==> src/rtl/rls_pkg.sv <==
package rls_pkg;
  localparam int RLS_W    = 16;
  localparam int RLS_FRAC = 10;
  localparam int RLS_TAPS = 4;

  typedef enum logic [3:0] {
    RS_IDLE,
    RS_SCALE,
    RS_XVEC,
    RS_UDOT,
    RS_DGO,
    RS_DWAIT,
    RS_GAIN,
    RS_ERR,
    RS_WUPD,
    RS_PUPD,
    RS_DONE
  } rls_state_e;
endpackage

==> src/rtl/rls_mac.sv <==
module rls_mac #(
  parameter int W    = 16,
  parameter int FRAC = 10
) (
  input  logic [W-1:0] a_i,
  input  logic [W-1:0] b_i,
  input  logic [W-1:0] c_i,
  input  logic         sub_i,
  output logic [W-1:0] res_o
);
  logic signed [2*W-1:0] full;
  logic        [W-1:0]   prod;

  assign full  = $signed(a_i) * $signed(b_i);
  assign prod  = W'(full >>> FRAC);
  assign res_o = sub_i ? (c_i - prod) : (c_i + prod);
endmodule

==> src/rtl/rls_recip.sv <==
module rls_recip #(
  parameter int W    = 16,
  parameter int FRAC = 10
) (
  input  logic         clk,
  input  logic         rst_n,
  input  logic         go_i,
  input  logic [W-1:0] den_i,
  output logic         vld_o,
  output logic [W-1:0] q_o
);
  localparam int NB  = 2 * FRAC + 1;
  localparam int BCW = $clog2(NB);
  localparam int DW  = W + 1;
  localparam logic [W-1:0] MAXPOS = {1'b0, {(W-1){1'b1}}};

  logic           run_q;
  logic [BCW-1:0] bcnt_q;
  logic [DW-1:0]  rem_q;
  logic [DW-1:0]  dvs_q;
  logic [W-1:0]   quo_q;
  logic           neg_q;
  logic           zero_q;
  logic           vld_q;
  logic [W-1:0]   q_q;

  logic [DW:0]    rem_sh;
  logic           ge;
  logic [DW-1:0]  rem_d;
  logic [W-1:0]   quo_d;
  logic [W-1:0]   res_d;
  logic [DW-1:0]  dvs_in;

  always_comb begin
    dvs_in = den_i[W-1] ? (DW'(0) - {den_i[W-1], den_i}) : {1'b0, den_i};
    rem_sh = {rem_q, (bcnt_q == BCW'(NB - 1))};
    ge     = (rem_sh >= {1'b0, dvs_q});
    rem_d  = ge ? DW'(rem_sh - {1'b0, dvs_q}) : DW'(rem_sh);
    quo_d  = W'({quo_q, ge});
    if (zero_q)      res_d = MAXPOS;
    else if (neg_q)  res_d = W'(0) - quo_d;
    else             res_d = quo_d;
  end

  always_ff @(posedge clk or negedge rst_n) begin
    if (!rst_n) begin
      run_q  <= 1'b0;
      bcnt_q <= '0;
      rem_q  <= '0;
      dvs_q  <= '0;
      quo_q  <= '0;
      neg_q  <= 1'b0;
      zero_q <= 1'b0;
      vld_q  <= 1'b0;
      q_q    <= '0;
    end else begin
      vld_q <= 1'b0;
      if (go_i) begin
        run_q  <= 1'b1;
        bcnt_q <= BCW'(NB - 1);
        rem_q  <= '0;
        quo_q  <= '0;
        dvs_q  <= dvs_in;
        neg_q  <= den_i[W-1];
        zero_q <= (den_i == '0);
      end else if (run_q) begin
        rem_q  <= rem_d;
        quo_q  <= quo_d;
        bcnt_q <= bcnt_q - BCW'(1);
        if (bcnt_q == '0) begin
          run_q <= 1'b0;
          vld_q <= 1'b1;
          q_q   <= res_d;
        end
      end
    end
  end

  assign vld_o = vld_q;
  assign q_o   = q_q;
endmodule

==> src/rtl/rls_engine.sv <==
module rls_engine
  import rls_pkg::*;
#(
  parameter int TAPS = RLS_TAPS,
  parameter int W    = RLS_W,
  parameter int FRAC = RLS_FRAC
) (
  input  logic              clk,
  input  logic              rst_n,
  input  logic              init_i,
  input  logic              start_i,
  input  logic [W-1:0]      lam_inv_i,
  input  logic [W-1:0]      dlt_inv_i,
  input  logic [TAPS*W-1:0] u_i,
  input  logic [W-1:0]      d_i,
  output logic              busy_o,
  output logic              done_o,
  output logic [TAPS*W-1:0] w_o,
  output logic [W-1:0]      alpha_o
);
  localparam int NP = TAPS * TAPS;
  localparam int IW = $clog2(TAPS);
  localparam int CW = 2 * IW;
  localparam logic [W-1:0] ONE_FX = W'(1 << FRAC);

  rls_state_e   state_q, state_d;
  logic [CW-1:0] cnt_q, cnt_d;

  logic [W-1:0] p_q [NP];
  logic [W-1:0] x_q [TAPS];
  logic [W-1:0] k_q [TAPS];
  logic [W-1:0] w_q [TAPS];
  logic [W-1:0] u_q [TAPS];
  logic [W-1:0] d_q, lam_q, acc_q, alpha_q, recip_q;

  logic [IW-1:0] row, col;
  logic          last_col, last_all;

  logic [W-1:0] mac_a, mac_b, mac_c, mac_res;
  logic         mac_sub;
  logic         p_we, x_we, k_we, w_we, acc_we, alpha_we, recip_we, init_we, cap_we;
  logic [IW-1:0] v_wi;
  logic [W-1:0] alpha_d;
  logic         div_go, div_vld;
  logic [W-1:0] div_q, den;

  assign row      = cnt_q[CW-1:IW];
  assign col      = cnt_q[IW-1:0];
  assign last_col = (col == IW'(TAPS - 1));
  assign last_all = (cnt_q == CW'(NP - 1));
  assign den      = acc_q + ONE_FX;

  rls_mac #(.W(W), .FRAC(FRAC)) u_mac (
    .a_i   (mac_a),
    .b_i   (mac_b),
    .c_i   (mac_c),
    .sub_i (mac_sub),
    .res_o (mac_res)
  );

  rls_recip #(.W(W), .FRAC(FRAC)) u_recip (
    .clk   (clk),
    .rst_n (rst_n),
    .go_i  (div_go),
    .den_i (den),
    .vld_o (div_vld),
    .q_o   (div_q)
  );

  // next-state and datapath control
  always_comb begin
    state_d  = state_q;
    cnt_d    = cnt_q;
    mac_a    = '0;
    mac_b    = '0;
    mac_c    = '0;
    mac_sub  = 1'b0;
    p_we     = 1'b0;
    x_we     = 1'b0;
    k_we     = 1'b0;
    w_we     = 1'b0;
    v_wi     = col;
    acc_we   = 1'b0;
    alpha_we = 1'b0;
    alpha_d  = '0;
    recip_we = 1'b0;
    init_we  = 1'b0;
    cap_we   = 1'b0;
    div_go   = 1'b0;
    unique case (state_q)
      RS_IDLE: begin
        if (init_i) begin
          init_we = 1'b1;
        end else if (start_i) begin
          cap_we  = 1'b1;
          cnt_d   = '0;
          state_d = RS_SCALE;
        end
      end
      RS_SCALE: begin
        mac_a = lam_q;
        mac_b = p_q[cnt_q];
        p_we  = 1'b1;
        cnt_d = cnt_q + CW'(1);
        if (last_all) state_d = RS_XVEC;
      end
      RS_XVEC: begin
        mac_a  = p_q[cnt_q];
        mac_b  = u_q[col];
        mac_c  = (col == '0) ? '0 : acc_q;
        acc_we = 1'b1;
        x_we   = last_col;
        v_wi   = row;
        cnt_d  = cnt_q + CW'(1);
        if (last_all) state_d = RS_UDOT;
      end
      RS_UDOT: begin
        mac_a  = u_q[col];
        mac_b  = x_q[col];
        mac_c  = (col == '0) ? '0 : acc_q;
        acc_we = 1'b1;
        cnt_d  = cnt_q + CW'(1);
        if (last_col) begin
          cnt_d   = '0;
          state_d = RS_DGO;
        end
      end
      RS_DGO: begin
        div_go  = 1'b1;
        state_d = RS_DWAIT;
      end
      RS_DWAIT: begin
        if (div_vld) begin
          recip_we = 1'b1;
          state_d  = RS_GAIN;
        end
      end
      RS_GAIN: begin
        mac_a = x_q[col];
        mac_b = recip_q;
        k_we  = 1'b1;
        cnt_d = cnt_q + CW'(1);
        if (last_col) begin
          cnt_d   = '0;
          state_d = RS_ERR;
        end
      end
      RS_ERR: begin
        mac_a  = w_q[col];
        mac_b  = u_q[col];
        mac_c  = (col == '0) ? '0 : acc_q;
        acc_we = 1'b1;
        cnt_d  = cnt_q + CW'(1);
        if (last_col) begin
          alpha_we = 1'b1;
          alpha_d  = d_q - mac_res;
          cnt_d    = '0;
          state_d  = RS_WUPD;
        end
      end
      RS_WUPD: begin
        mac_a = k_q[col];
        mac_b = alpha_q;
        mac_c = w_q[col];
        w_we  = 1'b1;
        cnt_d = cnt_q + CW'(1);
        if (last_col) begin
          cnt_d   = '0;
          state_d = RS_PUPD;
        end
      end
      RS_PUPD: begin
        mac_a   = k_q[row];
        mac_b   = x_q[col];
        mac_c   = p_q[cnt_q];
        mac_sub = 1'b1;
        p_we    = 1'b1;
        cnt_d   = cnt_q + CW'(1);
        if (last_all) state_d = RS_DONE;
      end
      RS_DONE: begin
        state_d = RS_IDLE;
      end
      default: state_d = RS_IDLE;
    endcase
  end

  // control registers
  always_ff @(posedge clk or negedge rst_n) begin
    if (!rst_n) begin
      state_q <= RS_IDLE;
      cnt_q   <= '0;
    end else begin
      state_q <= state_d;
      cnt_q   <= cnt_d;
    end
  end

  // datapath registers, each with its own enable
  always_ff @(posedge clk or negedge rst_n) begin
    if (!rst_n) begin
      for (int i = 0; i < NP; i++) p_q[i] <= '0;
      for (int i = 0; i < TAPS; i++) begin
        x_q[i] <= '0;
        k_q[i] <= '0;
        w_q[i] <= '0;
        u_q[i] <= '0;
      end
      d_q     <= '0;
      lam_q   <= '0;
      acc_q   <= '0;
      alpha_q <= '0;
      recip_q <= '0;
    end else begin
      if (init_we) begin
        for (int i = 0; i < NP; i++)
          p_q[i] <= ((i / TAPS) == (i % TAPS)) ? dlt_inv_i : '0;
        for (int i = 0; i < TAPS; i++) w_q[i] <= '0;
        alpha_q <= '0;
      end else begin
        if (p_we)     p_q[cnt_q] <= mac_res;
        if (w_we)     w_q[v_wi]  <= mac_res;
        if (alpha_we) alpha_q    <= alpha_d;
      end
      if (cap_we) begin
        for (int i = 0; i < TAPS; i++) u_q[i] <= u_i[i*W +: W];
        d_q   <= d_i;
        lam_q <= lam_inv_i;
      end
      if (x_we)     x_q[v_wi] <= mac_res;
      if (k_we)     k_q[v_wi] <= mac_res;
      if (acc_we)   acc_q     <= mac_res;
      if (recip_we) recip_q   <= div_q;
    end
  end

  generate
    for (genvar g = 0; g < TAPS; g++) begin : g_wout
      assign w_o[g*W +: W] = w_q[g];
    end
  endgenerate

  assign busy_o  = (state_q != RS_IDLE);
  assign done_o  = (state_q == RS_DONE);
  assign alpha_o = alpha_q;
endmodule

==> config.mk <==
export PLATFORM = sky130hd
export DESIGN_NAME = rls_engine
export DESIGN_NICKNAME = d
export VERILOG_FILES = /design/src/rtl/rls_pkg.sv /design/src/rtl/rls_mac.sv /design/src/rtl/rls_recip.sv /design/src/rtl/rls_engine.sv
export SDC_FILE = /design/constraint.sdc
export NUM_CORES = 2
export LEC_CHECK = 0
export ABC_AREA = 1
export CAP_MARGIN = 15
export CORE_MARGIN = 5
export CORE_UTILIZATION = 47
export CTS_CLUSTER_DIAMETER = 150
export DETAILED_ROUTE_END_ITERATION = 12
export HOLD_SLACK_MARGIN = 0.05
export PLACE_DENSITY = 0.72
export SYNTH_ARGS = -nofsm -noshare
export SYNTH_HDL_FRONTEND = slang
export SYNTH_HIERARCHICAL = 1
export SYNTH_SLANG_ARGS = --single-unit
==> constraint.sdc <==
create_clock -name clk -period 11.6 [get_ports clk]
set_input_delay 1.74 -clock clk [delete_from_list [all_inputs] [get_ports clk]]
set_output_delay 1.74 -clock clk [all_outputs]
set_load 0.05 [all_outputs]
After elaboration in Yosys (flattened, before gate mapping)
Cells that the tools add are included.

Register bits after elaboration: 674. Input bits: 116. Output and inout bits: 82. Word-level logic and storage cells: 201.

Add/sub/neg operators: 9. Multipliers: 1. Magnitude comparators: 7. Eq/ne operators: 23. Muxes and demuxes: 87. Bitwise gates (word level): 5. Reductions and logical operators: 21.

Operators with widths (count): two-way mux 256 bit (2); two-way mux 16 bit (22); bitwise mux 256 bit (1); bitwise mux 64 bit (3); binary-select mux 16 bit (select 2 bit) (5); two-way mux 64 bit (2); case mux 16 bit (7 select lines) (1); case mux 16 bit (5 select lines) (1); two-way mux 17 bit (4); binary-select mux 16 bit (select 4 bit) (1); demux 16 bit (select 4 bit) (1); two-way mux 4 bit (13); case mux 16 bit (3 select lines) (1); case mux 4 bit (10 select lines) (1); demux 16 bit (select 2 bit) (1); subtractor 16 bit (2); two-way mux 15 bit (2); multiplier 16 x 16 -> 26 bit (1); two-way mux 1 bit (22); greater-or-equal comparator 18 x 17 -> 1 bit (1); inequality test 2 bit (second input constant) (9); subtractor 1 x 16 -> 17 bit (first input constant) (1); subtractor 17 bit (1); adder 16 x 11 -> 16 bit (second input constant) (1); 34 further kinds (54).

Logic depth before layout (Yosys ltp)
Depth after elaboration: 13. Depth in mapped cells: 65. Mapped depth without buffers: 61.

Modules after synthesis
The synthesis kept the hierarchy.

By module, submodules not included: rls_engine (instances 1, cells each 3909, area an instance 30920.9 µm², sequential area each 15014.4 µm²); rls_mac (instances 1, cells each 1467, area an instance 10169.8 µm², sequential area each 0.0 µm²); rls_recip (instances 1, cells each 587, area an instance 4606.9 µm², sequential area each 1851.8 µm²).

Least setup slack after synthesis
OpenSTA, ideal clock, no wires.

Kind: register to register. From: register cnt_q[0]. To: register alpha_q[13] (netlist: alpha_o[13]). Library setup time: 0.118 ns. Arrival: 9.526 ns. Required time: 11.482 ns. Path slack: 1.956 ns. Cell stages (with the launch flop): 52. Buffers on the path: 4. Period minus slack after synthesis: 9.644 ns. Cell sequence: dfrtp_1 > inv_1 > buf_2 > buf_1 > nor2_1 > o21ai_0 > nand2_1 > nand2_1 > inv_1 > nand2_1 > nand2_1 > nand2_1 > clkbuf_1 > clkbuf_1 > nand2_1 > fa_1 > fa_1 > fa_1 > (+16 left out) > inv_1 > ha_1 > nand2_1 > o31ai_1 > a21o_1 > a21oi_1 > o21ai_0 > xor2_1 > clkinv_1 > ha_1 > nand2_1 > inv_1 > nand2_1 > nand2_1 > a21oi_1 > nand3_1 > nand3_1 > nand2_1.

Word-level cells in the longest chain between the ends: 13. Elaborated cells on any way between the ends: 35. Those cells by class: add/sub (3); mul (1); eq/ne (1); mux (26); bitwise (2); reduce/logical (2).

RTL lines: start, declared (line rls_engine.sv:27) `logic [CW-1:0] cnt_q, cnt_d;`; start signal, assigned (line rls_engine.sv:195) `cnt_q <= cnt_d;`; inverter 4 -> 5 bit (not written as such) or inverter 2 -> 3 bit (tied branches); binary-select mux 16 bit (select 4 bit) (tied with other cells) (line rls_engine.sv:108) `mac_a = p_q[cnt_q];`; two-way mux 16 bit (on tied branches) (2 in a row); case mux 16 bit (7 select lines) (*) (line rls_engine.sv:90) `unique case (state_q)`; named net mac_a[10] (line rls_engine.sv:39) `logic [W-1:0] mac_a, mac_b, mac_c, mac_res;`; multiplier 16 x 16 -> 26 bit (*) (line rls_mac.sv:14) `assign full = $signed(a_i) * $signed(b_i);`; adder 16 bit or subtractor 16 bit (tied branches) (line rls_mac.sv:16) `assign res_o = sub_i ? (c_i - prod) : (c_i + prod);`; two-way mux 16 bit (*) (line rls_mac.sv:16); named net mac_res[11] (line rls_engine.sv:39); subtractor 16 bit (*) (line rls_engine.sv:156) `alpha_d = d_q - mac_res;`; two-way mux 16 bit (*) (line rls_engine.sv:154) `if (last_col) begin`; two-way mux 16 bit (*) (line rls_engine.sv:90); two-way mux 16 bit (*) (line rls_engine.sv:223) `if (alpha_we) alpha_q <= alpha_d;`; two-way mux 16 bit (*) (line rls_engine.sv:215) `if (init_we) begin`; end signal, assigned (line rls_engine.sv:223); end, declared (line rls_engine.sv:34) `logic [W-1:0] d_q, lam_q, acc_q, alpha_q, recip_q;`.

The timed path passes the listed nets; every way through them passes the cells marked *. The select of a mux whose other input is x is not followed. A chain may end at the register's enable or synchronous reset.

Final worst setup path
From: register state_q[3]. To: register alpha_q[15] (netlist: alpha_o[15]).

Elaborated cells on any way between the ends: 27. Those cells by class: add/sub (3); mul (1); eq/ne (7); mux (11); reduce/logical (5).

RTL lines: start, declared (line rls_engine.sv:26) `rls_state_e state_q, state_d;`; start signal, assigned (line rls_engine.sv:194) `state_q <= state_d;`; equality test 4 bit (tied with other cells) (line rls_engine.sv:90); case mux 16 bit (7 select lines) (*) (line rls_engine.sv:90); named net mac_a[15] (line rls_engine.sv:39); multiplier 16 x 16 -> 26 bit (*) (line rls_mac.sv:14); adder 16 bit or subtractor 16 bit (tied branches) (line rls_mac.sv:16); two-way mux 16 bit (*) (line rls_mac.sv:16); named net mac_res[13] (line rls_engine.sv:39); subtractor 16 bit (*) (line rls_engine.sv:156); two-way mux 16 bit (*) (line rls_engine.sv:154); two-way mux 16 bit (*) (line rls_engine.sv:90); two-way mux 16 bit (*) (line rls_engine.sv:223); two-way mux 16 bit (*) (line rls_engine.sv:215).

Marked as above.

==> flow_summary.yaml <==
outcome:
  status: "finished, final reports clean"
clock_network:
  cts_hold_buf: 0
  cts_max_level: 3
  cts_buffers: 76
  cts_tree: "built"
  cts_root_buf: "clkbuf_16"
  clock-sinks: 674
  clock_path_buffers: 3
  clk_latency_ns: 0.67
  clk_pin_slew_ns: 0.07
synth:
  yosysWarnings: 6
  syn_nets: 6421
  seq_area_frac_synth_pct: 36.9
  ys_ff_latch: 674
  synth_largest_area_cell: "dfrtp_1"
  yosysUniqueCellTypes: 62
  synth_top_area_share_pct: 36.9
  yosys_most_used_dff: "dfrtp_1"
  synthTopCellsByCount: "nand2_1 (1,942), inv_1 (811), dfrtp_1 (674), nand3_1 (461), o21ai_0 (270)"
  synth_edf_count: 0
  synth_most_common_cell: "nand2_1"
  ys_top_cells_by_area: "dfrtp_1 (37%), nand2_1 (16%), fa_1 (9.2%), inv_1 (6.7%), nand3_1 (5.0%)"
  netlist_area_mm2: 0.0457
  synthArstFlopShare_pct: 100
  avgSynthCellArea_um2: 7.66
  synthCells: 5963
routing:
  drt-initial-drc-count: 4638
  top_layer_used: "met5"
  drc: 0
  firstDrtPassIters: 6
  m1WireLength_mm: 62.1
  avgViaCountPerCell: 5.62
  vias: 41400
  wl_met2_mm: 69.7
  wl_per_cell_um: 20.9
  drt_wl_total_mm: 154
  antenna_left: 0
  met3_length_mm: 13.2
setup_path:
  worstRegToRegCells: 48
  timing.rr.end: "alpha_o[15]"
  arrival_ns: 11.66
  cp-start-kind: "register"
  crit_type: "register to register"
  cp_slowest_cell: "o21ai_0"
  crit_path_max_fanout: 11
  r2r_start: "state_q[3]"
  end_kind: "register"
  cp_top_family: "adder cells"
  critPathMostFrequentCell: "nand2_1"
  required_ns: 12.12
  crit_buf_inv: 10
  worst_path_largest_cell_delay_ns: 0.75
  path_depth: 48
  r2r_slack_ns: 0.46
die:
  start_util_pct: 47.3
  core_area_mm2: 0.0966
  num_rows: 114
  die_h_um: 322
  dieArea_mm2: 0.104
  pin_count: 198
  die_w_um: 322
global_routing:
  grt.overflow.total: 0
  grt_pass1_wl_mm: 238
  grt_usage_pct: 29.2
  grt_max_degree: 158
  grt_pass1_vias: 40500
  antenna_found_initial: 3
job:
  cap_violations: 0
sta:
  holdWs_ns: 0.477
  period_share_pct: 96.1
  hold_violations: 0
  rsz0062_at_grt: "no"
  fin_ws_ns: 0.456
  slew_viol_final: 0
  fmax_mhz: 89.7
  fin_crit_ns: 11.14
  relSlewSlack_pct: 20.9
  clock_skew_ns: 0.0643
  setup_tns_ns: 0
  worstMarginPinSlew_ns: 1.18
  setup_viol: 0
final_layout:
  drive_gt1_share_pct: 8.11
  nNetsFinal: 6484
  antennaDiodeCount: 0
  area_delta_synth_final_pct: 12.4
  layoutNonFillerInstCount: 7357
  nFillCells: 9054
  regArea_mm2: 0.0169
  multi_input_area_mm2: 0.0240
placement:
  dp.final_hpwl_mm: 111
  gp_congestion: 0.994
  io_buffers: 197
  dp_slack_ns: 0.700
  dp.cells: 7221
hold_path:
  hold_class: "register to register"
  min_path_cells: 2
  hp-start: "u_q[1]"
  hold-path-endpoint: "u_q[1]"
[worst register-to-register path: cells and delay by family, from the launching register on]
kind | cells | cell delay, ns
simple gates | 23 | 2.79
flops | 1 | 0.47
compound gates | 5 | 1.71
xor+xnor | 1 | 0.51
fa+ha+maj | 9 | 4.22
buf+inv | 10 | 1.31
[state kept, by name, summed over array words and instances (netlist names), 4 cells and up]
signal          flops
p_q               256
k_q                64
u_q                64
w_o                64
x_q                64
u_recip/dvs_q      17
u_recip/rem_q      17
acc_q              16
alpha_o            16
d_q                16
lam_q              16
recip_q            16
u_recip/q_o        16
u_recip/quo_q      15
u_recip/bcnt_q      5
cnt_q               4
state_q             4
[per-stage QoR]
| stage | util (%) | area [um2] |
|---|---|---|
| after floorplan | - | 45700 |
| after global placement | 50.5 | 48800 |
| after detailed placement | 50.5 | 48800 |
| after CTS | 53.2 | 51300 |
| after global routing | 53.2 | 51400 |
| final | 53.2 | 51400 |
[repair_timing]
action / CTS / global route
resized for setup: 0 / 5
endpoints found under the setup margin: 0 / 3
buffers inserted: 0 / 1
[area by class of cell]
class	count	area share, %
Sequential cell	674	32.8
Tap cell	1276	3.11
Inverter	838	6.15
Clock buffer	111	4.33
Clock inverter	22	0.701
Timing Repair Buffer	328	6.08
Multi-Input combinational cell	4108	46.8
[cells in the final DEF, fill, tap and decap left out, types with 11 or more instances in the layout]
master and instances:
nand3_1 461, clkbuf_8 17, nand2_1 1939, fa_1 211
ha_1 131, clkbuf_1 17, nor2_2 12, o221ai_1 33
clkbuf_16 77, nor2_1 182, buf_4 117, a21oi_1 96
inv_2 14, nand4_1 34, nor2_4 18, xor2_1 44
nand2_2 25, o22ai_1 127, nor3_1 28, buf_12 12
o21ai_1 122, inv_1 808, clkinv_2 11, o21ai_0 268
o211ai_1 139, nand3_2 21, dfrtp_1 672, xnor2_1 17
nand2_4 15, clkdlybuf4s50_1 196, clkinv_1 11, o21ai_2 96
mux2_2 16
[metal layers]
layer	up-vias	track usage [%]
met2	2006	46.2
met3	468	5.80
met5	-	0
li1	19100	-
met4	4	13.8
met1	19800	38.8
[cells by family after synthesis]
kind of cell               synth area share [%]
xor gates and xnor gates                   1.20
adders and majority gates                  12.8
buffers and inverters                      10.6
DFF                                        36.9
muxes                                     0.394
AOI/OAI and AO/OA                          12.7
and+or+nand+nor                            25.4
[worst max-delay path by stage]
| stage | startpoint | end | slack (ns) |
|---|---|---|---|
| floorplan | cnt_q[0] | alpha_o[13] | 1.96 |
| global placement | cnt_q[0] | alpha_o[13] | 0.70 |
| detailed placement | cnt_q[0] | alpha_o[15] | 0.70 |
| CTS | cnt_q[0] | alpha_o[15] | 0.63 |
| global route | state_q[3] | alpha_o[15] | 0.01 |
| finish | state_q[3] | alpha_o[15] | 0.46 |
Power is not shown: default switching activity piles up to over one toggle a cycle in this logic, so the estimate is an artifact.
